[config.mk]
export PLATFORM = sky130hd
export DESIGN_NAME = bcd_decimal_alu
export DESIGN_NICKNAME = d
export VERILOG_FILES = /design/src/rtl/bcd_alu_pkg.sv /design/src/rtl/bcd_low_stage.sv /design/src/rtl/bcd_high_stage.sv /design/src/rtl/bcd_flag_gen.sv /design/src/rtl/bcd_decimal_alu.sv
export SDC_FILE = /design/constraint.sdc
export NUM_CORES = 1
export LEC_CHECK = 0
export BUFFER_PORTS_ARGS = -buffer_cell sky130_fd_sc_hd__buf_2
export CORE_ASPECT_RATIO = 1.5
export CORE_MARGIN = 8
export CORE_UTILIZATION = 58
export DETAILED_ROUTE_END_ITERATION = 16
export PLACE_DENSITY = 0.87
export SYNTH_ARGS = -nofsm -noshare
export SYNTH_HDL_FRONTEND = slang
export SYNTH_SLANG_ARGS = --single-unit
[constraint.sdc]
create_clock -name clk -period 0.85 [get_ports clk]
set_clock_uncertainty 0.15 [all_clocks]
set_input_delay 0.085 -clock clk [delete_from_list [all_inputs] [get_ports clk]]
set_output_delay 0.085 -clock clk [all_outputs]
set_load 0.02 [all_outputs]
[src/rtl/bcd_alu_pkg.sv]
package bcd_alu_pkg;
  localparam int DIGIT_W = 4;
  localparam int BYTE_W  = 2 * DIGIT_W;
  localparam int ACC_W   = BYTE_W + 2;
  localparam logic [ACC_W-1:0] LO_FIX = ACC_W'(6);
  localparam logic [ACC_W-1:0] HI_FIX = ACC_W'(6) << DIGIT_W;
  localparam logic [ACC_W-1:0] LO_MAX = ACC_W'(9);
  localparam logic [ACC_W-1:0] HI_MAX = (ACC_W'(9) << DIGIT_W) | ACC_W'(9);

  typedef struct packed {
    logic x;
    logic c;
    logic z;
    logic n;
    logic v;
  } cc_t;

  function automatic logic [ACC_W-1:0] widen(input logic [DIGIT_W-1:0] d);
    return ACC_W'(d);
  endfunction

  // Low digit, two's complement in ACC_W bits.
  function automatic logic [ACC_W-1:0] low_raw(input logic [DIGIT_W-1:0] d,
                                               input logic [DIGIT_W-1:0] s,
                                               input logic x, input logic sub);
    if (sub) return widen(d) - widen(s) - ACC_W'(x);
    return widen(d) + widen(s) + ACC_W'(x);
  endfunction

  function automatic logic needs_fix(input logic [ACC_W-1:0] raw,
                                     input logic [ACC_W-1:0] limit,
                                     input logic sub);
    if (sub) return raw[ACC_W-1];
    return raw > limit;
  endfunction

  function automatic logic [ACC_W-1:0] apply_fix(input logic [ACC_W-1:0] raw,
                                                 input logic fix, input logic sub,
                                                 input logic [ACC_W-1:0] amount);
    if (!fix) return raw;
    if (sub) return raw - amount;
    return raw + amount;
  endfunction

  function automatic logic [ACC_W-1:0] high_raw(input logic [ACC_W-1:0] lo,
                                                input logic [DIGIT_W-1:0] d,
                                                input logic [DIGIT_W-1:0] s,
                                                input logic sub);
    if (sub) return lo + (widen(d) << DIGIT_W) - (widen(s) << DIGIT_W);
    return lo + (widen(d) << DIGIT_W) + (widen(s) << DIGIT_W);
  endfunction

  function automatic logic carry_of(input logic [ACC_W-1:0] full, input logic sub);
    if (sub) return full[ACC_W-1];
    return |full[ACC_W-1:BYTE_W];
  endfunction

  function automatic logic overflow_of(input logic [BYTE_W-1:0] s,
                                       input logic [BYTE_W-1:0] d,
                                       input logic [BYTE_W-1:0] r,
                                       input logic sub);
    logic [BYTE_W-1:0] t;
    if (sub) t = (s ^ d) & (d ^ r);
    else     t = ~(s ^ d) & (d ^ r);
    return t[BYTE_W-1];
  endfunction
endpackage

[src/rtl/bcd_low_stage.sv]
module bcd_low_stage
  import bcd_alu_pkg::*;
(
  input  logic [DIGIT_W-1:0] dst_lo,
  input  logic [DIGIT_W-1:0] src_lo,
  input  logic               ext,
  input  logic               sub,
  output logic [ACC_W-1:0]   lo_sum,
  output logic               lo_fix
);
  logic [ACC_W-1:0] raw;

  always_comb begin
    raw    = low_raw(dst_lo, src_lo, ext, sub);
    lo_fix = needs_fix(raw, LO_MAX, sub);
    lo_sum = apply_fix(raw, lo_fix, sub, LO_FIX);
  end
endmodule

[src/rtl/bcd_high_stage.sv]
module bcd_high_stage
  import bcd_alu_pkg::*;
(
  input  logic [ACC_W-1:0]   lo_sum,
  input  logic [DIGIT_W-1:0] dst_hi,
  input  logic [DIGIT_W-1:0] src_hi,
  input  logic               sub,
  output logic [BYTE_W-1:0]  byte_res,
  output logic               hi_fix,
  output logic               carry
);
  logic [ACC_W-1:0] raw;
  logic [ACC_W-1:0] full;

  always_comb begin
    raw      = high_raw(lo_sum, dst_hi, src_hi, sub);
    hi_fix   = needs_fix(raw, HI_MAX, sub);
    full     = apply_fix(raw, hi_fix, sub, HI_FIX);
    carry    = carry_of(full, sub);
    byte_res = full[BYTE_W-1:0];
  end
endmodule

[src/rtl/bcd_flag_gen.sv]
module bcd_flag_gen
  import bcd_alu_pkg::*;
(
  input  logic [BYTE_W-1:0] src,
  input  logic [BYTE_W-1:0] dst,
  input  logic [BYTE_W-1:0] res,
  input  logic              carry,
  input  logic              sub,
  input  logic              zero_in,
  output cc_t               flags
);
  always_comb begin
    flags.x = carry;
    flags.c = carry;
    flags.z = zero_in & (res == '0);
    flags.n = res[BYTE_W-1];
    flags.v = overflow_of(src, dst, res, sub);
  end
endmodule

[src/rtl/bcd_decimal_alu.sv]
module bcd_decimal_alu
  import bcd_alu_pkg::*;
#(
  parameter bit REG_OUT = 1'b1
) (
  input  logic              clk,
  input  logic              rst_n,
  input  logic [BYTE_W-1:0] src_i,
  input  logic [BYTE_W-1:0] dst_i,
  input  logic              sub_i,
  input  logic              ext_i,
  input  logic              zero_i,
  output logic [BYTE_W-1:0] res_o,
  output logic              ext_o,
  output logic              carry_o,
  output logic              zero_o,
  output logic              neg_o,
  output logic              ovf_o
);
  logic [ACC_W-1:0]  lo_sum;
  logic              low_fix;
  logic              high_fix;
  logic              carry_out;
  logic [BYTE_W-1:0] nxt_res;
  cc_t               nxt_flags;
  cc_t               cc_out;

  bcd_low_stage u_low (
    .dst_lo (dst_i[DIGIT_W-1:0]),
    .src_lo (src_i[DIGIT_W-1:0]),
    .ext    (ext_i),
    .sub    (sub_i),
    .lo_sum (lo_sum),
    .lo_fix (low_fix)
  );

  bcd_high_stage u_high (
    .lo_sum   (lo_sum),
    .dst_hi   (dst_i[BYTE_W-1:DIGIT_W]),
    .src_hi   (src_i[BYTE_W-1:DIGIT_W]),
    .sub      (sub_i),
    .byte_res (nxt_res),
    .hi_fix   (high_fix),
    .carry    (carry_out)
  );

  bcd_flag_gen u_flags (
    .src     (src_i),
    .dst     (dst_i),
    .res     (nxt_res),
    .carry   (carry_out),
    .sub     (sub_i),
    .zero_in (zero_i),
    .flags   (nxt_flags)
  );

  generate
    if (REG_OUT) begin : g_reg
      logic [BYTE_W-1:0] res_q;
      cc_t               cc_q;
      always_ff @(posedge clk or negedge rst_n) begin
        if (!rst_n) begin
          res_q <= '0;
          cc_q  <= '0;
        end else begin
          res_q <= nxt_res;
          cc_q  <= nxt_flags;
        end
      end
      assign res_o  = res_q;
      assign cc_out = cc_q;
    end else begin : g_comb
      assign res_o  = nxt_res;
      assign cc_out = nxt_flags;
    end
  endgenerate

  assign ext_o   = cc_out.x;
  assign carry_o = cc_out.c;
  assign zero_o  = cc_out.z;
  assign neg_o   = cc_out.n;
  assign ovf_o   = cc_out.v;
endmodule

==> results of run 1 <==
## metrics by stage
| stage | cell area (sq um) | util, % |
|---|---|---|
| after floorplan | 2390 | - |
| after global placement | 3010 | 82.5 |
| after detailed placement | 3010 | 82.5 |
## Yosys cell counts, drive strengths merged, types with 3 or more instances
master,instances
nor2b,7
mux2i,3
mux2,6
a21o,5
xnor2,21
clkbuf,5
buf,4
a21oi,20
inv,20
and3,3
dfrtp,11
a211oi,4
xor2,8
nand2,19
fa,5
nor2,22
nand3,3
nand2b,3
nor3,8
o21ai,14
ha,30
## cells by family after synthesis
family	Yosys count	share of synthesized area [%]
mux	9	5.18
simple gates	76	18.2
flops	11	12.5
compound gates	61	20.8
xor+xnor	30	13.8
fa+ha+maj	35	21.6
buf+inv	29	7.80
==> out/metrics.yaml, run 1 <==
outcome:
  outcome: "aborted with a tool error"
  flow.stopped_at: "clock tree synthesis (4_1_cts)"
  error_line: "[ERROR DPL-0033] detailed placement checks failed during check placement."
logic_synthesis:
  synth_edf_count: 0
  ys_seq_elements: 11
  synth_top_area_share_pct: 17.1
  ys_warn_count: 0
  ys.flop_type: "dfrtp_1"
  seq_area_frac_synth_pct: 12.5
  yosysTopAreaCell: "ha_1"
  syn_area_sq_mm: 0.00220
  synth_cells: 251
  async_flop_share_pct: 100
  synth_area_per_cell_sq_um: 8.75
  synth_cell_types: 62
  syn_nets: 307
  synth.area.top_cells: "ha_1 (17%), dfrtp_1 (13%), xnor2_1 (7.6%)"
clock_tree:
  cts_max_path_buffers: 2
  cts_setup_buffers: 19
  clock_sinks: 11
  cts-htree-levels: 1
  cts_hold_buf: 1
  cts_root_buf: "clkbuf_8"
  cts_buffers: 3
  cts_resized: 88
place:
  numPortBuffers: 33
  dpl.cell_count: 384
  hpwlAfterDp_microns: 5750
  gp_congestion: 0.907
  dp_slack_ns: -5.08
die:
  die_h_microns: 91.4
  ios: 34
  num_rows: 27
  start_util_pct: 60.2
  die_w_microns: 66.3
==> inputs of run 2 (changes only) <==
--- a/config.mk
+++ b/config.mk
@@ -6,11 +6,10 @@
 export NUM_CORES = 1
 export LEC_CHECK = 0
 export BUFFER_PORTS_ARGS = -buffer_cell sky130_fd_sc_hd__buf_2
-export CORE_ASPECT_RATIO = 1.5
 export CORE_MARGIN = 8
-export CORE_UTILIZATION = 58
+export CORE_UTILIZATION = 40
 export DETAILED_ROUTE_END_ITERATION = 16
-export PLACE_DENSITY = 0.87
+export PLACE_DENSITY_LB_ADDON = 0.15
 export SYNTH_ARGS = -nofsm -noshare
 export SYNTH_HDL_FRONTEND = slang
 export SYNTH_SLANG_ARGS = --single-unit
==> run 2 against run 1 <==
The flow now finishes, with violations (negative hold slack, negative setup slack). Synthesized area unchanged. Synthesized cell count unchanged.
==> out/metrics.yaml, run 2 <==
outcome:
  outcome: "finished with violations"
  violations: "negative hold slack, negative setup slack"
timing:
  rsz0062_at_grt: "true"
  fin_crit_sh_pct: 632
  finalHoldViolCount: 1
  post-route-min-period_ns: 5.37
  fmax_mhz: 186
  timing.final.ws_setup_ns: -4.52
  slew_violations: 0
  hold_slack_ns: -0.00388
  finalSetupTns_ns: -35.92
  slew-limit-headroom_pct: 70.5
  setup_viol: 24
  worst_pin_slew_ns: 0.443
cells_and_area:
  synthToLayoutAreaGrowth_pct: 75.3
  antenna_cells: 0
  largest_reg_flops: 7
  final_common_cell: "buf_4"
  final-instance-count-excl-fill: 442
  final_cell_mix: "buf_4 (77), buf_6 (28), nand2_1 (18)"
  drive_above_1_share_pct: 62.4
  nNetsFinal: 427
worst_setup_path:
  slowest_stage: "fa_2"
  critical_path.max_stage_delay_ns: 0.54
  cp_max_fo: 3
  endpoint_kind: "flip-flop"
  worstSetupStartpoint: "dst_i[0]"
  critPathCapture: "zero_o"
  cpMostUsedCell: "a21oi_2"
  arrival_ns: 5.35
  worst-setup-path-type: "input port to flip-flop"
  cp.required_ns: 0.83
  start_kind: "input port"
global_routing:
  grt_max_degree: 16
  grt_pass1_wl_microns: 9930
  grtUsageTotal_pct: 14.6
  antenna_found_initial: 0
  grt_pass1_vias: 2180
  grt_overflow_total: 0
logic_synthesis:
  ys_warn_count: 0  # unchanged
  synth_cell_types: 62  # unchanged
  ys_seq_elements: 11  # unchanged
  yosysMostFrequentCell: "ha_1"
  syn_nets: 307  # unchanged
  synth.area.top_cells: "ha_1 (17%), dfrtp_1 (13%), xnor2_1 (7.6%)"
  ys.flop_type: "dfrtp_1"
  async_flop_share_pct: 100  # unchanged
  synth_cells: 251  # unchanged
  synth_common_cells: "ha_1 (30), nor2_1 (22), inv_1 (20)"
  synth_area_per_cell_sq_um: 8.75  # unchanged
  synth_top_area_share_pct: 17.1  # unchanged
  syn_area_sq_mm: 0.00220  # unchanged
  yosysTopAreaCell: "ha_1"
  synth_edf_count: 0  # unchanged
  seq_area_frac_synth_pct: 12.5  # unchanged
power:
  ir_drop_mv: 2.02
  p_seq_share_pct: 7.8
  internal_power_mw: 6.61
  leakage_nw: 1.74
  total_power_mw: 11.5
  p_sw_mw: 4.87
  powerDensity_mw_per_mm2: 2980
  combPwrFrac_pct: 87.9
  clkPwrFrac_pct: 4.4
  sw_frac_of_total_pct: 42.5
routing:
  first_pass_iters: 4
  final_antenna_net_count: 0
  drt_iter0_markers: 52
  vias_per_cell: 4.97
  routed_wl_microns: 6540
  wire_per_inst_microns: 14.8
  drc: 0
  vias: 2196
place:
  numPortBuffers: 33  # unchanged
  dpl.cell_count: 421  # +9.6%
  gp_congestion: 0.796  # -12%
  hpwlAfterDp_microns: 4820  # -16%
clock_tree:
  cts_tree: "done"
  cts_max_path_buffers: 2  # unchanged
  clock_sinks: 11  # unchanged
  cts_buffers: 3  # unchanged
  path_clk_slew_ns: 0.05
  cts-htree-levels: 1  # unchanged
  cts_root_buf: "clkbuf_8"
die:
  ios: 34  # unchanged
  coreArea_sq_mm: 0.00541
  num_rows: 27  # unchanged
  die_area_sq_mm: 0.00812
  die_w_microns: 90.1  # +36%
  start_util_pct: 40.6  # -20 points
  die_h_microns: 90.1  # -1.4%
hold_path:
  hold_class: "input port to flip-flop"
flow_run:
  cap_violations: 0
run 2: cell counts after synthesis:
No cell type changed its count.
run 2: final cells by class:
| type | count | area, sq um |
|---|---|---|
| fillers | 422 | 1550 |
| multi-input cells | 211 | 2340 |
| well taps | 72 | 90.1 |
| inverters | 20 | 92.6 |
| repair buffers | 124 | 1010 |
| flip-flops and latches | 11 | 275 |
| clock buffers | 4 | 45.0 |
run 2: worst min path at each step:
stage	from	endpoint	slack, ns	depth (start not counted)
2_1_floorplan	rst_n	carry_o	-0.36	0
4_1_cts	zero_i	zero_o	-0.005	3
5_1_grt	zero_i	zero_o	0.0008	3
3_3_place_gp	rst_n	carry_o	-0.19	1
3_5_place_dp	rst_n	carry_o	-0.19	1
6_report	zero_i	zero_o	-0.004	3
run 2: routing by layer:
metal | vias up | global-route usage, % | wire length [microns] | share of wire (%)
li1 | 1115 | - | - | -
met1 | 1045 | 15.4 | 2590 | 40
met2 | 30 | 29.7 | 3730 | 57
met3 | 6 | 2.49 | 164 | 2.5
met4 | 0 | 1.53 | 56 | 0.86
met5 | - | 0 | 0 | 0
run 2: through the flow:
stage | instance area (sq um) | setup slack (ns) | util [%]
after CTS | 3490 | -4.63 | 64.7
final | 3850 | -4.52 | 71.3
after global routing | 3850 | -4.78 | 71.3
after global placement | 3110 | -5.00 | 57.5
after floorplan | 2390 | -4.66 | -
after detailed placement | 3110 | -4.99 | 57.5
run 2: kinds of logic (layout without fill, tap and decap cells):
kind of cell / count (synthesis) / count (layout) / share of synthesized area, %
AOI/OAI and AO/OA: 61 / 61 / 20.8
xor gates and xnor gates: 30 / 30 / 13.8
adders and majority gates: 35 / 35 / 21.6
buffers and inverters: 29 / 148 / 7.80
DFF: 11 / 11 / 12.5
muxes: 9 / 9 / 5.18
and+or+nand+nor: 76 / 76 / 18.2
run 2: worst max-delay path, delay by kind of cell:
family                   cells  cell delay (ns)
AO/OA/AOI/OAI               10             1.52
AND/OR/NAND/NOR              7             1.04
buffers and inverters        4             0.23
adder cells (fa/ha/maj)      6             1.62
XOR/XNOR                     5             0.87
run 2: repair_timing:
item | in CTS | in global routing
setup endpoints to repair | 24 | 24
gates resized for setup | 70 | 55
pin swaps | 38 | 44
setup buffers | 7 | 10
hold endpoints to repair | 12 | 0
hold buffers | 1 | 0
run 2: power groups by stage:
| stage | Combinational (mW) | Sequential (mW) | Clock [mW] |
|---|---|---|---|
| 3_3_place_gp | 7.46 | 0.824 | 0 |
| 5_1_grt | 10.8 | 0.909 | 0.558 |
| 4_1_cts | 8.69 | 0.885 | 0.516 |
| 2_1_floorplan | 4.87 | 1.12 | 0 |
| 6_report | 10.1 | 0.891 | 0.501 |
| 3_5_place_dp | 7.50 | 0.825 | 0 |
(Power assumes the default switching activity.)
==> inputs of run 3 (changes only) <==
--- a/config.mk
+++ b/config.mk
@@ -5,10 +5,13 @@
 export SDC_FILE = /design/constraint.sdc
 export NUM_CORES = 1
 export LEC_CHECK = 0
+export ABC_AREA = 1
+export ABC_CLOCK_PERIOD_IN_PS = 850
 export BUFFER_PORTS_ARGS = -buffer_cell sky130_fd_sc_hd__buf_2
 export CORE_MARGIN = 8
 export CORE_UTILIZATION = 40
 export DETAILED_ROUTE_END_ITERATION = 16
+export HOLD_SLACK_MARGIN = 0.02
 export PLACE_DENSITY_LB_ADDON = 0.15
 export SYNTH_ARGS = -nofsm -noshare
 export SYNTH_HDL_FRONTEND = slang
==> run 3 against run 2 <==
The flow finishes with violations (negative setup slack). Synthesized area is 6.7% lower. Power increased by 0.49%. Sequential cell count is the same. Utilization fell by 0.48 points. Sequential power is 1% higher. Die area fell by 5.5%. First-iteration DRC count down 37%. Wire length decreased by 13%.
==> out/metrics.yaml, run 3 <==
outcome:
  outcome: "finished with violations"
  violations: "negative setup slack"
worst_setup_path:
  critical_path.max_stage_delay_ns: 0.43  # -0.11 ns
  cp_max_fo: 6  # +3
  worst-setup-path-type: "input port to flip-flop"
  arrival_ns: 5.03  # -0.32 ns
  slowest_stage: "fa_2"
  start_kind: "input port"
  endpoint_kind: "flip-flop"
  worstSetupStartpoint: "dst_i[0]"
  cp.required_ns: 0.87  # +0.04 ns
routing:
  dr_wl_met2_microns: 3100  # -17%
  drt_iter0_markers: 33  # -37%
  vias: 2197  # +0.046%
  routed.top_layer: "met4"
  vias_per_cell: 4.67  # -5.9%
  wl_met1_microns: 2410  # -7.2%
  routed_wl_microns: 5690  # -13%
  wire_per_inst_microns: 12.1  # -18%
  final_antenna_net_count: 0  # unchanged
  first_pass_iters: 4  # unchanged
  wl_met3_microns: 148  # -9.8%
  drc: 0  # unchanged
timing:
  slew-limit-headroom_pct: 67.7  # -2.8 points
  hold_slack_ns: 0.0928  # +0.0967 ns
  fin_crit_sh_pct: 590  # -42 points
  timing.final.ws_setup_ns: -4.16  # +0.359 ns
  finalHoldViolCount: 0  # -1
  worst_pin_slew_ns: 0.481  # +0.0384 ns
  post-route-min-period_ns: 5.01  # -0.359 ns
  finalSetupTns_ns: -33.42  # +2.49 ns
  fmax_mhz: 199  # +7.2%
  setup_viol: 24  # unchanged
  rsz0062_at_grt: "true"
  slew_violations: 0  # unchanged
cells_and_area:
  final_common_cell: "buf_4"
  antenna_cells: 0  # unchanged
  nNetsFinal: 457  # +7.0%
  fin_area_sq_mm: 0.00357  # -7.3%
  largest_reg_flops: 7  # unchanged
  final_cell_mix: "buf_4 (80), nand2_1 (34), inv_1 (32)"
  multiInputGateArea_sq_mm: 0.00192  # -18%
  synthToLayoutAreaGrowth_pct: 74.1
  drive_above_1_share_pct: 61.3  # -1.2 points
  register_area_sq_um: 275  # unchanged
  nFillCells: 403  # -4.5%
  postLayoutCoreUtil_pct: 70.8  # -0.48 points
place:
  numPortBuffers: 33  # unchanged
  dpl_cell_area_sq_mm: 0.00291  # -6.4%
  hpwlAfterDp_microns: 4270  # -12%
  gp_congestion: 0.778  # -2.3%
die:
  die_area_sq_mm: 0.00767  # -5.5%
  coreArea_sq_mm: 0.00504  # -6.7%
  die_h_microns: 87.6  # -2.8%
  ios: 34  # unchanged
  start_util_pct: 40.7  # about the same
  die_w_microns: 87.6  # -2.8%
  num_rows: 26  # -3.7%
power:
  combPwrFrac_pct: 87.7  # -0.2 points
  p_seq_share_pct: 7.8  # about the same
  powerDensity_mw_per_mm2: 3230  # +8.5%
  p_sw_mw: 5.46  # +12%
  total_power_mw: 11.5  # +0.49%
  sw_frac_of_total_pct: 47.3  # +4.8 points
  clkPwrFrac_pct: 4.5  # about the same
  leakage_nw: 1.86  # +6.7%
  ir_drop_mv: 2.24  # +11%
  internal_power_mw: 6.08  # -8.0%
logic_synthesis:
  ys_seq_elements: 11  # unchanged
  synth_top_area_share_pct: 18.3  # +1.2 points
  synth_common_cells: "nand2_1 (46), inv_1 (43), ha_1 (30)"
  yosysTopAreaCell: "ha_1"
  seq_area_frac_synth_pct: 13.4  # +0.89 points
  async_flop_share_pct: 100  # unchanged
  syn_nets: 329  # +7.2%
  yosysMostFrequentCell: "nand2_1"
  synth_cells: 273  # +8.8%
  synth_edf_count: 0  # unchanged
  synth_cell_types: 42  # -32%
  synth.area.top_cells: "ha_1 (18%), dfrtp_1 (13%), nand2_1 (8.4%)"
  syn_area_sq_mm: 0.00205  # -6.7%
  synth_area_per_cell_sq_um: 7.51  # -14%
  ys_warn_count: 0  # unchanged
  ys.flop_type: "dfrtp_1"
clock_tree:
  clock_sinks: 11  # unchanged
  cts_tree: "done"
  cts_max_path_buffers: 2  # unchanged
  cts_buffers: 3  # unchanged
  cts_root_buf: "clkbuf_8"
  path_clk_slew_ns: 0.05  # about the same
  cts-htree-levels: 1  # unchanged
global_routing:
  grt_overflow_total: 0  # unchanged
  grt_pass1_wl_microns: 9670  # -2.6%
  grtUsageTotal_pct: 15.2  # +0.66 points
  grt_max_degree: 14  # -2
  grt_pass1_vias: 2277  # +4.4%
  antenna_found_initial: 0  # unchanged
hold_path:
  hold_class: "input port to asynchronous set/reset pin"
flow_run:
  cap_violations: 0  # unchanged
-- run 3: cell types whose count changed in the layout (fill, tap and decap cells not counted), sizes merged, moves of 7 or more --
cell | previous run | this run
nor2 | 22 | 13
nand3 | 3 | 31
xnor2 | 21 | 3
nor2b | 7 | 0
inv | 20 | 49
nand2 | 19 | 64
-- run 3: layout make-up --
cell class                 instances  area share [%]
clock buffer                       3            1.16
clock inverter                     1           0.140
inverter                          49            5.57
multi-input combinational        208            53.8
sequential                        11            7.71
tap                               70            2.45
timing repair buffer             128            29.1
-- run 3: cell families after synthesis --
logic type               after synthesis  synth area share [%]
AO/OA/AOI/OAI                         35                  10.9
flip-flops                            11                  13.4
adder cells (fa/ha/maj)               35                  23.2
XOR/XNOR                              17                  8.54
AND/OR/NAND/NOR                      121                  33.2
buffers and inverters                 54                  10.8
-- run 3: power groups by stage --
stage / sequential, mW / clock [mW] / combinational [mW]
after global routing: 0.927 / 0.564 / 11.0
after global placement: 0.846 / 0 / 7.91
after floorplan: 1.13 / 0 / 5.16
after detailed placement: 0.847 / 0 / 8.01
after CTS: 0.904 / 0.533 / 9.30
final: 0.902 / 0.515 / 10.1
-- run 3: stage by stage --
| step | instances | setup slack [ns] |
|---|---|---|
| after floorplan | 273 | -4.05 |
| after global placement | 437 | -4.51 |
| after detailed placement | 437 | -4.57 |
| after CTS | 464 | -4.19 |
| after global routing | 470 | -4.47 |
| final | 470 | -4.16 |
-- run 3: worst max-delay path, delay by kind of cell --
family	cells	cell delay, ns
fa+ha+maj	7	1.95
compound gates	7	1.05
simple gates	9	0.89
xor+xnor	4	0.69
buf+inv	6	0.38
-- run 3: per-layer routing --
metal	vias up	GRT usage, %
met4	0	2.81
met5	-	0
met2	26	29.1
li1	1147	-
met3	4	1.97
met1	1020	17.5
-- run 3: final timing paths --
kind,endpoint,slack [ns]
min in group clk,zero_o,0.09
worst max-delay path,zero_o,-4.16
max in group asynchronous,res_o[5],0.26
worst min-delay path,neg_o,0.09
-- run 3: repair_timing --
item | in CTS | in global routing
setup buffers | 25 | 9
endpoints found under the setup margin | 24 | 24
pin swaps | 31 | 32
endpoints found under the hold margin | 11 | 0
hold buffers | 1 | 0
gates resized for setup | 68 | 36
